`src/rtl/ptp_loc_pkg.sv`:
```
package ptp_loc_pkg;
  localparam int ETH_HDR_LEN  = 14;
  localparam int VLAN_LEN     = 4;
  localparam int UDP_LEN      = 8;
  localparam int IP6_LEN      = 40;
  localparam int PTP_HDR_LEN  = 34;
  localparam int SEQ_OFF      = 30;
  localparam int ET_OFF       = 12;
  localparam int IP4_PROTO_OFF = 9;
  localparam int IP6_NXT_OFF  = 6;
  localparam logic [15:0] ET_TPID = 16'h8100;
  localparam logic [15:0] ET_IP4  = 16'h0800;
  localparam logic [15:0] ET_IP6  = 16'h86DD;
  localparam logic [7:0]  PROTO_UDP = 8'd17;
  localparam logic [3:0]  MSG_PDLY_RESP = 4'd3;

  typedef enum logic [1:0] {
    ENC_NONE = 2'd0,
    ENC_L2   = 2'd1,
    ENC_IP4  = 2'd2,
    ENC_IP6  = 2'd3
  } encap_e;
endpackage

```
`src/rtl/ptp_frame_pos.sv`:
```
module ptp_frame_pos #(
  parameter int POS_W = 11
) (
  input  logic             clk_i,
  input  logic             rst_ni,
  input  logic             byte_valid_i,
  input  logic             sof_i,
  input  logic             eof_i,
  output logic             take_o,   // accepted non-first byte
  output logic             start_o,  // accepted first byte
  output logic             last_o,   // accepted byte with end marker
  output logic [POS_W-1:0] pos_o
);
  localparam logic [POS_W-1:0] POS_MAX = {POS_W{1'b1}};

  logic             in_frame_q;
  logic [POS_W-1:0] pos_q;
  logic             acc;

  assign acc     = byte_valid_i && (sof_i || in_frame_q);
  assign start_o = byte_valid_i && sof_i;
  assign take_o  = acc && !sof_i;
  assign last_o  = acc && eof_i;
  assign pos_o   = sof_i ? '0 : pos_q;

  always_ff @(posedge clk_i or negedge rst_ni) begin
    if (!rst_ni) begin
      in_frame_q <= 1'b0;
      pos_q      <= '0;
    end else if (acc) begin
      in_frame_q <= !eof_i;
      pos_q      <= (pos_o == POS_MAX) ? POS_MAX : pos_o + 1'b1;
    end
  end
endmodule

```
`src/rtl/ptp_encap_decode.sv`:
```
module ptp_encap_decode
  import ptp_loc_pkg::*;
#(
  parameter int POS_W = 11
) (
  input  logic             clk_i,
  input  logic             rst_ni,
  input  logic             take_i,
  input  logic             start_i,
  input  logic [POS_W-1:0] pos_i,
  input  logic [7:0]       byte_i,
  input  logic [15:0]      l2_etype_i,
  output logic             hdr_vld_o,
  output logic [POS_W-1:0] hdr_off_o,
  output logic             proto_ok_o
);
  localparam logic [POS_W-1:0] P_ET_HI      = POS_W'(ET_OFF);
  localparam logic [POS_W-1:0] P_ET_HI_TAG  = POS_W'(ET_OFF + VLAN_LEN);
  localparam logic [POS_W-1:0] P_ET_LO      = POS_W'(ET_OFF + 1);
  localparam logic [POS_W-1:0] P_ET_LO_TAG  = POS_W'(ET_OFF + 1 + VLAN_LEN);
  localparam logic [POS_W-1:0] ETH_END      = POS_W'(ETH_HDR_LEN);
  localparam logic [POS_W-1:0] ETH_END_TAG  = POS_W'(ETH_HDR_LEN + VLAN_LEN);

  encap_e           kind_q;
  logic             vlan_q;
  logic [7:0]       et_hi_q;
  logic             hdr_vld_q;
  logic [POS_W-1:0] hdr_off_q;
  logic             proto_ok_q;

  logic [POS_W-1:0] eth_end;
  logic [15:0]      et_now;
  logic             at_hi, at_cls, is_tag;
  logic [POS_W-1:0] ip4_off;

  assign eth_end = vlan_q ? ETH_END_TAG : ETH_END;
  assign et_now  = {et_hi_q, byte_i};
  assign at_hi   = take_i && (pos_i == (vlan_q ? P_ET_HI_TAG : P_ET_HI));
  assign at_cls  = take_i && (pos_i == (vlan_q ? P_ET_LO_TAG : P_ET_LO));
  assign is_tag  = !vlan_q && (et_now == ET_TPID);
  assign ip4_off = eth_end + POS_W'({byte_i[3:0], 2'b00}) + POS_W'(UDP_LEN);

  always_ff @(posedge clk_i or negedge rst_ni) begin
    if (!rst_ni) begin
      kind_q     <= ENC_NONE;
      vlan_q     <= 1'b0;
      et_hi_q    <= '0;
      hdr_vld_q  <= 1'b0;
      hdr_off_q  <= '0;
      proto_ok_q <= 1'b0;
    end else if (start_i) begin
      kind_q     <= ENC_NONE;
      vlan_q     <= 1'b0;
      et_hi_q    <= '0;
      hdr_vld_q  <= 1'b0;
      hdr_off_q  <= '0;
      proto_ok_q <= 1'b0;
    end else if (take_i) begin
      if (at_hi) et_hi_q <= byte_i;
      if (at_cls && is_tag) begin
        vlan_q <= 1'b1;
      end else if (at_cls) begin
        // programmed L2 type wins over IP types
        if (et_now == l2_etype_i) begin
          kind_q     <= ENC_L2;
          hdr_vld_q  <= 1'b1;
          hdr_off_q  <= eth_end;
          proto_ok_q <= 1'b1;
        end else if (et_now == ET_IP4) begin
          kind_q <= ENC_IP4;
        end else if (et_now == ET_IP6) begin
          kind_q    <= ENC_IP6;
          hdr_vld_q <= 1'b1;
          hdr_off_q <= eth_end + POS_W'(IP6_LEN + UDP_LEN);
        end else begin
          kind_q <= ENC_NONE;
        end
      end
      if (kind_q == ENC_IP4 && pos_i == eth_end) begin
        if (byte_i[3:0] >= 4'd5) begin
          hdr_vld_q <= 1'b1;
          hdr_off_q <= ip4_off;
        end else begin
          kind_q    <= ENC_NONE;
          hdr_vld_q <= 1'b0;
        end
      end
      if (kind_q == ENC_IP4 && pos_i == eth_end + POS_W'(IP4_PROTO_OFF))
        proto_ok_q <= (byte_i == PROTO_UDP);
      if (kind_q == ENC_IP6 && pos_i == eth_end + POS_W'(IP6_NXT_OFF))
        proto_ok_q <= (byte_i == PROTO_UDP);
    end
  end

  assign hdr_vld_o  = hdr_vld_q;
  assign hdr_off_o  = hdr_off_q;
  assign proto_ok_o = proto_ok_q;
endmodule

```
`src/rtl/ptp_field_grab.sv`:
```
module ptp_field_grab
  import ptp_loc_pkg::*;
#(
  parameter int POS_W = 11
) (
  input  logic             clk_i,
  input  logic             rst_ni,
  input  logic             take_i,
  input  logic             start_i,
  input  logic             last_i,
  input  logic [POS_W-1:0] pos_i,
  input  logic [7:0]       byte_i,
  input  logic             hdr_vld_i,
  input  logic [POS_W-1:0] hdr_off_i,
  input  logic             proto_ok_i,
  output logic             result_valid_o,
  output logic             found_o,
  output logic [3:0]       msg_type_o,
  output logic [15:0]      seq_id_o,
  output logic             pdelay_resp_o
);
  localparam logic [POS_W-1:0] REL_SEQ_HI = POS_W'(SEQ_OFF);
  localparam logic [POS_W-1:0] REL_SEQ_LO = POS_W'(SEQ_OFF + 1);
  localparam logic [POS_W-1:0] REL_END    = POS_W'(PTP_HDR_LEN - 1);

  logic [3:0]       msg_q;
  logic [15:0]      seq_q;
  logic             done_q;
  logic             in_hdr, hit_end, found_n;
  logic [POS_W-1:0] rel;

  assign rel     = pos_i - hdr_off_i;
  assign in_hdr  = take_i && hdr_vld_i && (pos_i >= hdr_off_i);
  assign hit_end = in_hdr && (rel == REL_END);
  assign found_n = last_i && take_i && hdr_vld_i && proto_ok_i && (done_q || hit_end);

  always_ff @(posedge clk_i or negedge rst_ni) begin
    if (!rst_ni) begin
      msg_q  <= '0;
      seq_q  <= '0;
      done_q <= 1'b0;
    end else if (start_i) begin
      msg_q  <= '0;
      seq_q  <= '0;
      done_q <= 1'b0;
    end else if (in_hdr) begin
      if (rel == '0)        msg_q       <= byte_i[3:0];
      if (rel == REL_SEQ_HI) seq_q[15:8] <= byte_i;
      if (rel == REL_SEQ_LO) seq_q[7:0]  <= byte_i;
      if (hit_end)          done_q      <= 1'b1;
    end
  end

  always_ff @(posedge clk_i or negedge rst_ni) begin
    if (!rst_ni) begin
      result_valid_o <= 1'b0;
      found_o        <= 1'b0;
      msg_type_o     <= '0;
      seq_id_o       <= '0;
      pdelay_resp_o  <= 1'b0;
    end else begin
      result_valid_o <= last_i;
      found_o        <= found_n;
      msg_type_o     <= found_n ? msg_q : '0;
      seq_id_o       <= found_n ? seq_q : '0;
      pdelay_resp_o  <= found_n && (msg_q == MSG_PDLY_RESP);
    end
  end
endmodule

```
`src/rtl/ptp_hdr_locator.sv`:
```
module ptp_hdr_locator #(
  parameter int POS_W = 11
) (
  input  logic        clk_i,
  input  logic        rst_ni,
  input  logic [15:0] l2_etype_i,
  input  logic        byte_valid_i,
  input  logic [7:0]  byte_data_i,
  input  logic        sof_i,
  input  logic        eof_i,
  output logic        result_valid_o,
  output logic        found_o,
  output logic [3:0]  msg_type_o,
  output logic [15:0] seq_id_o,
  output logic        pdelay_resp_o
);
  logic             take, start, last;
  logic [POS_W-1:0] pos;
  logic             hdr_vld, proto_ok;
  logic [POS_W-1:0] hdr_off;

  ptp_frame_pos #(.POS_W(POS_W)) u_pos (
    .clk_i        (clk_i),
    .rst_ni       (rst_ni),
    .byte_valid_i (byte_valid_i),
    .sof_i        (sof_i),
    .eof_i        (eof_i),
    .take_o       (take),
    .start_o      (start),
    .last_o       (last),
    .pos_o        (pos)
  );

  ptp_encap_decode #(.POS_W(POS_W)) u_dec (
    .clk_i      (clk_i),
    .rst_ni     (rst_ni),
    .take_i     (take),
    .start_i    (start),
    .pos_i      (pos),
    .byte_i     (byte_data_i),
    .l2_etype_i (l2_etype_i),
    .hdr_vld_o  (hdr_vld),
    .hdr_off_o  (hdr_off),
    .proto_ok_o (proto_ok)
  );

  ptp_field_grab #(.POS_W(POS_W)) u_grab (
    .clk_i          (clk_i),
    .rst_ni         (rst_ni),
    .take_i         (take),
    .start_i        (start),
    .last_i         (last),
    .pos_i          (pos),
    .byte_i         (byte_data_i),
    .hdr_vld_i      (hdr_vld),
    .hdr_off_i      (hdr_off),
    .proto_ok_i     (proto_ok),
    .result_valid_o (result_valid_o),
    .found_o        (found_o),
    .msg_type_o     (msg_type_o),
    .seq_id_o       (seq_id_o),
    .pdelay_resp_o  (pdelay_resp_o)
  );
endmodule

```
`config.mk`:
```
export PLATFORM = sky130hd
export DESIGN_NAME = ptp_hdr_locator
export DESIGN_NICKNAME = d
export VERILOG_FILES = /design/src/rtl/ptp_loc_pkg.sv /design/src/rtl/ptp_frame_pos.sv /design/src/rtl/ptp_encap_decode.sv /design/src/rtl/ptp_field_grab.sv /design/src/rtl/ptp_hdr_locator.sv
export SDC_FILE = /design/constraint.sdc
export NUM_CORES = 1
export LEC_CHECK = 0
export BUFFER_PORTS_ARGS = -buffer_cell sky130_fd_sc_hd__buf_4
export CORE_ASPECT_RATIO = 0.5
export CORE_MARGIN = 5
export CORE_UTILIZATION = 54
export DETAILED_ROUTE_END_ITERATION = 6
export PLACE_DENSITY_LB_ADDON = 0.2
export SLEW_MARGIN = 20
export SYNTH_ARGS = -nofsm -noshare
export SYNTH_HDL_FRONTEND = slang
export SYNTH_SLANG_ARGS = --single-unit
```
`constraint.sdc`:
```
create_clock -name clk_i -period 3.1 [get_ports clk_i]
set_input_delay 0.465 -clock clk_i [delete_from_list [all_inputs] [get_ports clk_i]]
set_output_delay 0.465 -clock clk_i [all_outputs]
set_load 0.03 [all_outputs]
```
After elaboration in Yosys (flattened, before gate mapping)
Index checks and enable logic that the tools add are counted.
{ "word_totals": {"elab_cells": 148, "input_bits": 29, "reg_bits": 80, "output_inout_bits": 23} }
{ "classes": {"order_cmp": 2, "addsub": 7, "n_reduce_logical": 45, "n_eq_ne": 20, "muxes": 57} }
{ "ops": {"columns": ["operator", "n"], "rows": [
  ["$mux 11", 11],
  ["$eq 11x11->1", 5],
  ["$mux 16", 3],
  ["$mux 8", 5],
  ["$eq 16x16->1 const B", 2],
  ["$add 11x4->11 const B", 2],
  ["$eq 11x5->1 const B", 2],
  ["$mux 1", 22],
  ["$logic_and 1x1->1", 19],
  ["$mux 2", 9],
  ["$eq 16x12->1 const B", 1],
  ["$eq 16x16->1", 1],
  ["$mux 4", 4],
  ["$reduce_bool 2->1", 8],
  ["$mux 5", 3],
  ["$reduce_and 2->1", 6],
  ["$reduce_bool 4->1", 3],
  ["$add 11x1->11 const B", 1],
  ["$add 11x3->11 const B", 1],
  ["$add 11x6->11", 1],
  ["$add 11x6->11 const B", 1],
  ["$eq 11x11->1 const B", 1],
  ["$eq 11x6->1 const B", 1],
  ["$ge 11x11->1", 1],
  ["other kinds (14)", 18]
]} }

Depth between registers and ports, before layout
{ "logic_depth": {"ltp_word": 11, "ltp_mapped": 15, "mapped_depth_nobuf": 12} }

Hierarchy
Synthesis repeated with hierarchy kept, for this count alone.
{ "unflattened": {"hier_cells": 500, "hier_area_um2": 4893.4} }
{ "modules_own_cells": {"columns": ["mod", "n_inst", "area_each_um2", "cells_each", "seq_area_each_um2"], "rows": [
  ["ptp_field_grab", 1, 2454.9, 232, 1101.1],
  ["ptp_encap_decode", 1, 1685.4, 183, 600.6],
  ["ptp_frame_pos", 1, 753.2, 85, 300.3]
]} }

Worst setup path after synthesis
No wires, ideal clock.
{ "synth_timing": {"path_kind": "input-to-reg", "startpoint": "input sof_i", "endpoint": "register u_grab.pdelay_resp_o", "stages": 14, "arrival_time_ns": 3.458, "n_path_buf": 4, "path_slack_ns": -0.483, "setup_time_ns": 0.125, "t_required_ns": 2.975, "path_cell_list": "buf_4 clkbuf_1 clkbuf_1 nor2b_1 ha_1 a21oi_1 nand3b_1 or3b_2 a31oi_1 a211oi_4 and3_2 a31oi_1 buf_2 nor3_1"} }
{ "synth_via": {"elab_chain_cells": 9, "word_cells_on_any_way": 18, "cone_classes": "1 x add/sub; 1 x order compare; 1 x eq/ne; 1 x mux; 14 x reduce/logical"} }
{ "synth_rtl": {"columns": ["element", "line_no", "rtl"], "rows": [
  ["start: declaration", "ptp_hdr_locator.sv:9", "input logic sof_i,"],
  ["parallel branches: the longest is 7 deep, another holds $sub 11x11->11", null, null],
  ["$logic_and 1x1->1 *", "ptp_field_grab.sv:35", "assign found_n = last_i && take_i && hdr_vld_i && proto_ok_i && (done_q || hit_end);"],
  ["$logic_and 1x1->1 *", "ptp_field_grab.sv:66", "pdelay_resp_o <= found_n && (msg_q == MSG_PDLY_RESP);"],
  ["end signal: assignment", "ptp_field_grab.sv:66", null],
  ["end: declaration", "ptp_field_grab.sv:20", "output logic pdelay_resp_o"]
]} }
Every way passes the cells marked *.
A chain may end at the register's enable or synchronous reset.

Worst setup path in the final report
{ "layout_timing": {"startpoint": "register u_pos.pos_q[0]", "endpoint": "register u_grab.seq_id_o[8]"} }
{ "layout_via": {"elab_chain_cells": 7, "word_cells_on_any_way": 9, "cone_classes": "1 x add/sub; 1 x order compare; 1 x eq/ne; 2 x mux; 4 x reduce/logical"} }
{ "layout_rtl": {"columns": ["element", "line_no", "rtl"], "rows": [
  ["start: declaration", "ptp_frame_pos.sv:17", "logic [POS_W-1:0] pos_q;"],
  ["start signal: assignment", "ptp_frame_pos.sv:32", "pos_q <= (pos_o == POS_MAX) ? POS_MAX : pos_o + 1'b1;"],
  ["$mux 11 *", "ptp_frame_pos.sv:24", "assign pos_o = sof_i ? '0 : pos_q;"],
  ["$sub 11x11->11 / $ge 11x11->1 (equally long branches)", "ptp_field_grab.sv:32, ptp_field_grab.sv:33", null],
  ["$eq 11x6->1 / $logic_and 1x1->1 (equally long branches)", "ptp_field_grab.sv:34, ptp_field_grab.sv:33", null],
  ["$logic_and 1x1->1 *", "ptp_field_grab.sv:34", "assign hit_end = in_hdr && (rel == REL_END);"],
  ["$logic_or 1x1->1 *", "ptp_field_grab.sv:35", null],
  ["$logic_and 1x1->1 *", "ptp_field_grab.sv:35", null],
  ["$mux 16 *", "ptp_field_grab.sv:65", "seq_id_o <= found_n ? seq_q : '0;"],
  ["end signal: assignment", "ptp_field_grab.sv:65", null],
  ["end: declaration", "ptp_field_grab.sv:19", "output logic [15:0] seq_id_o,"]
]} }
Mark *: on every way between the ends. The rest lies on a longest branch, timed or not.

==> run metrics <==
YS warnings=0; TritonCTS clock tree=done; syn nets=588; dominant synthesized flop cell=dfrtp_1; 1st-iter DRT viols=between 300 and 400; min cycle time layout=2940 ps; Power, Total=3.01 mW; routability cong.=between 0.8 and 0.9; RSZ-0062 raised after global routing=no; Mapped Avg Cell Area=9.10 um2; CP dominant cell by count=a211oi_4; # placed instances=722; Rel. slew slack=0.517; Via density=between 5 and 6; skew final=7.76 ps; endpoints failing setup=0; startpoint types=flip-flop; TritonCTS buffer count=9; synthesized cell area=roughly 0.005 mm2; final WL=12.4 mm; Top Ports=52; quantity of hold-fixing buffers added after cts=0; critical path, cell by cell=nor2b_4 -> inv_2 -> ha_4 -> nor3b_2 -> o311ai_4 -> a211oi_4 -> or4_4 -> a211oi_4 -> and3_2 -> a31oi_2 -> buf_12 -> nor3b_1; combinational share of power=0.230; clock sink total=80; Syn-to-layout area delta=24.3%; Register Area=around 0.002 mm2; Post-Syn Instances=540; data required time of the worst path=3350 ps; power per cell area=between 400 and 500 mW/mm2; clk_lat worst skew=roughly 340 ps; Die Wd=about 140 um; Final Core Density=0.694; Critical Path Max Stage Delay=around 540 ps; Synth cell types=between 70 and 80; setup_tns=0 ps; P_sw=0.888 mW; Max Clock Freq=around 0.34 GHz; Fillers=around 670; total congestion overflow=0; Via Count=4,284; WP data arrival=3190 ps; Final #Nets=between 600 and 700; worst setup path startpoint=u_pos.pos_q[0]; slowest CP cell=or4_4; Crit Reg-Reg Endpoint=u_grab.seq_id_o[8]; Avg WL per Cell=about 17 um; clk root buf=clkbuf_16; Hold Fails Final Rpt=0; largest net degree at the start of global routing=81; cells on worst reg2reg path=12; diode count=0; Clock Power Share=0.399; ys async rst share=1.00; I/O Buffers=51; Worst Setup EP=u_grab.seq_id_o[8]; starting density of the core=0.559; reg2reg start=u_pos.pos_q[0]; Post-Place Worst Slack=-138 ps; PnR worst setup slack=159 ps; worst hold-check path type=primary input to asynchronous set/reset pin; H-tree Lvls=3; fin crit share=0.949; Clock Path Buffers=2; most frequent cells in the layout=buf_4 (91), dfrtp_1 (80), nand2_1 (66), nor2_1 (52), a21oi_1 (31); max-cap viol count=0; overall die height=about 77 um; sequential share of power=0.372; post-DP HPWL=~9 mm; die area=roughly 0.011 mm2; WS Path Type=flip-flop to flip-flop; area of the core=a little under 0.009 mm2; area of the multi-input gates=0.00278 mm2; critical path endpoint category=flip-flop; FF+latch count, synth=80; internal power=between 2 and 2.5 mW; vias in the first global route=roughly 4.2k; layout cell share with drive strength beyond 1=0.228; Worst-Margin Slew=between 700 and 800 ps; R2R Setup Slk=approximately 160 ps; Initial DRT Pass Iterations=6; Core Rows=24; EDFF count, synth=0; Reg clk slew, reported paths=60 ps; sequential area share after synthesis=0.407; most common cell after layout, fill and taps aside=buf_4; Final ANT Viol Nets=0; Max Slew Vio Count=0; status=completed; leakage power=about 2.9 nW; gr usage total=0.223; worst-path maximum fanout=23; Switching Share=0.295; Layout Cells excl Fill=740; DR DRC count=0; initial antenna violation count=0; VDD IR max=0.000315 V; global-route wire length before repair=between 20 and 25 mm
cell families after synthesis:
family	synth area share
fa+ha+maj	0.0519
buf+inv	0.0494
compound gates	0.136
xor+xnor	0.0463
simple gates	0.245
mux	0.0634
flops	0.407
state kept, by name, summed over array words and instances (netlist names), 2 cells and up:
signal / cells
u_dec.kind_q: 2
u_grab.seq_q: 16
u_grab.msg_q: 4
u_grab.seq_id_o: 16
u_dec.hdr_off_o: 11
u_dec.et_hi_q: 8
u_pos.pos_q: 11
u_grab.msg_type_o: 4
critical path, delay by kind of cell (launching register included):
family / cells / cell delay, ps
AO/OA/AOI/OAI: 4 / 820
buffers and inverters: 2 / 270
adder cells (fa/ha/maj): 1 / 160
flip-flops: 1 / 410
AND/OR/NAND/NOR: 5 / 1180
timing repair:
| action | 4_1_cts | 5_1_grt |
|---|---|---|
| setup endpoints to repair | 0 | 27 |
| gates resized for setup | 0 | 5 |
| buffers inserted | 0 | 2 |
power by group through the flow:
stage / logic (mW) / registers [mW] / clock network [mW]
floorplan: 0.436 / 1.12 / 0
CTS: 0.670 / 1.12 / 1.22
detailed placement: 0.665 / 1.14 / 0
global placement: 0.654 / 1.14 / 0
global route: 0.755 / 1.12 / 1.27
finish: 0.691 / 1.12 / 1.20
area by class of cell:
cell class | instances | area share
clock buffer | 9 | 0.0369
clock inverter | 7 | 0.0178
inverter | 26 | 0.0160
multi-input combinational | 406 | 0.454
sequential | 80 | 0.328
tap | 117 | 0.0240
timing repair buffer | 95 | 0.123
Yosys cell counts, types with 3 or more instances:
cell	n	area (um2)
a31oi_1	3	18.8
nand2b_1	11	68.8
o21ai_0	26	130
nand3b_1	5	37.5
ha_1	18	225
nor2b_1	13	81.3
o31ai_1	3	22.5
xor2_1	20	175
buf_2	6	30.0
clkbuf_1	17	63.8
and3_1	9	56.3
or3_1	3	18.8
dfrtp_1	80	2000
inv_1	26	97.6
o21a_1	4	30.0
o211ai_1	5	37.5
a21oi_1	33	165
nor4_1	9	56.3
mux2i_1	30	300
nand2_1	66	248
a22o_1	4	35.0
and4_1	4	35.0
nor2_1	52	195
or3b_2	3	26.3
nand4_1	6	37.5
xnor2_1	6	52.6
nor3_1	4	20.0
buf_6	3	33.8
nand3_1	15	75.1
nor3b_1	6	45.0
and2_1	4	25.0
worst min-delay path by stage:
stage / startpoint / endpoint / slack, ps / cells past startpoint
global route: rst_ni / u_grab.msg_type_o[3] / 230 / 1
floorplan: rst_ni / u_dec.et_hi_q[0] / 170 / 0
finish: rst_ni / u_grab.msg_type_o[3] / 150 / 1
global placement: u_dec.hdr_off_o[8] / u_dec.hdr_off_o[8] / 480 / 2
CTS: rst_ni / u_grab.msg_type_o[3] / 340 / 1
detailed placement: u_grab.seq_q[1] / u_grab.seq_id_o[1] / 490 / 2
stage by stage:
stage	hold slack (ps)	area, um2
3_5_place_dp	489	5730
5_1_grt	233	6110
3_3_place_gp	478	5730
2_1_floorplan	169	5030
6_report	149	6110
4_1_cts	336	6060
metal layers:
| layer | wire [um] | GRT usage | up-vias |
|---|---|---|---|
| met3 | 793 | 0.0565 | 20 |
| met1 | 5830 | 0.320 | 2079 |
| met2 | 5650 | 0.342 | 136 |
| met4 | 141 | 0.0508 | 0 |
| li1 | - | - | 2049 |
| met5 | 0 | 0 | - |
(Power assumes the default switching activity.)
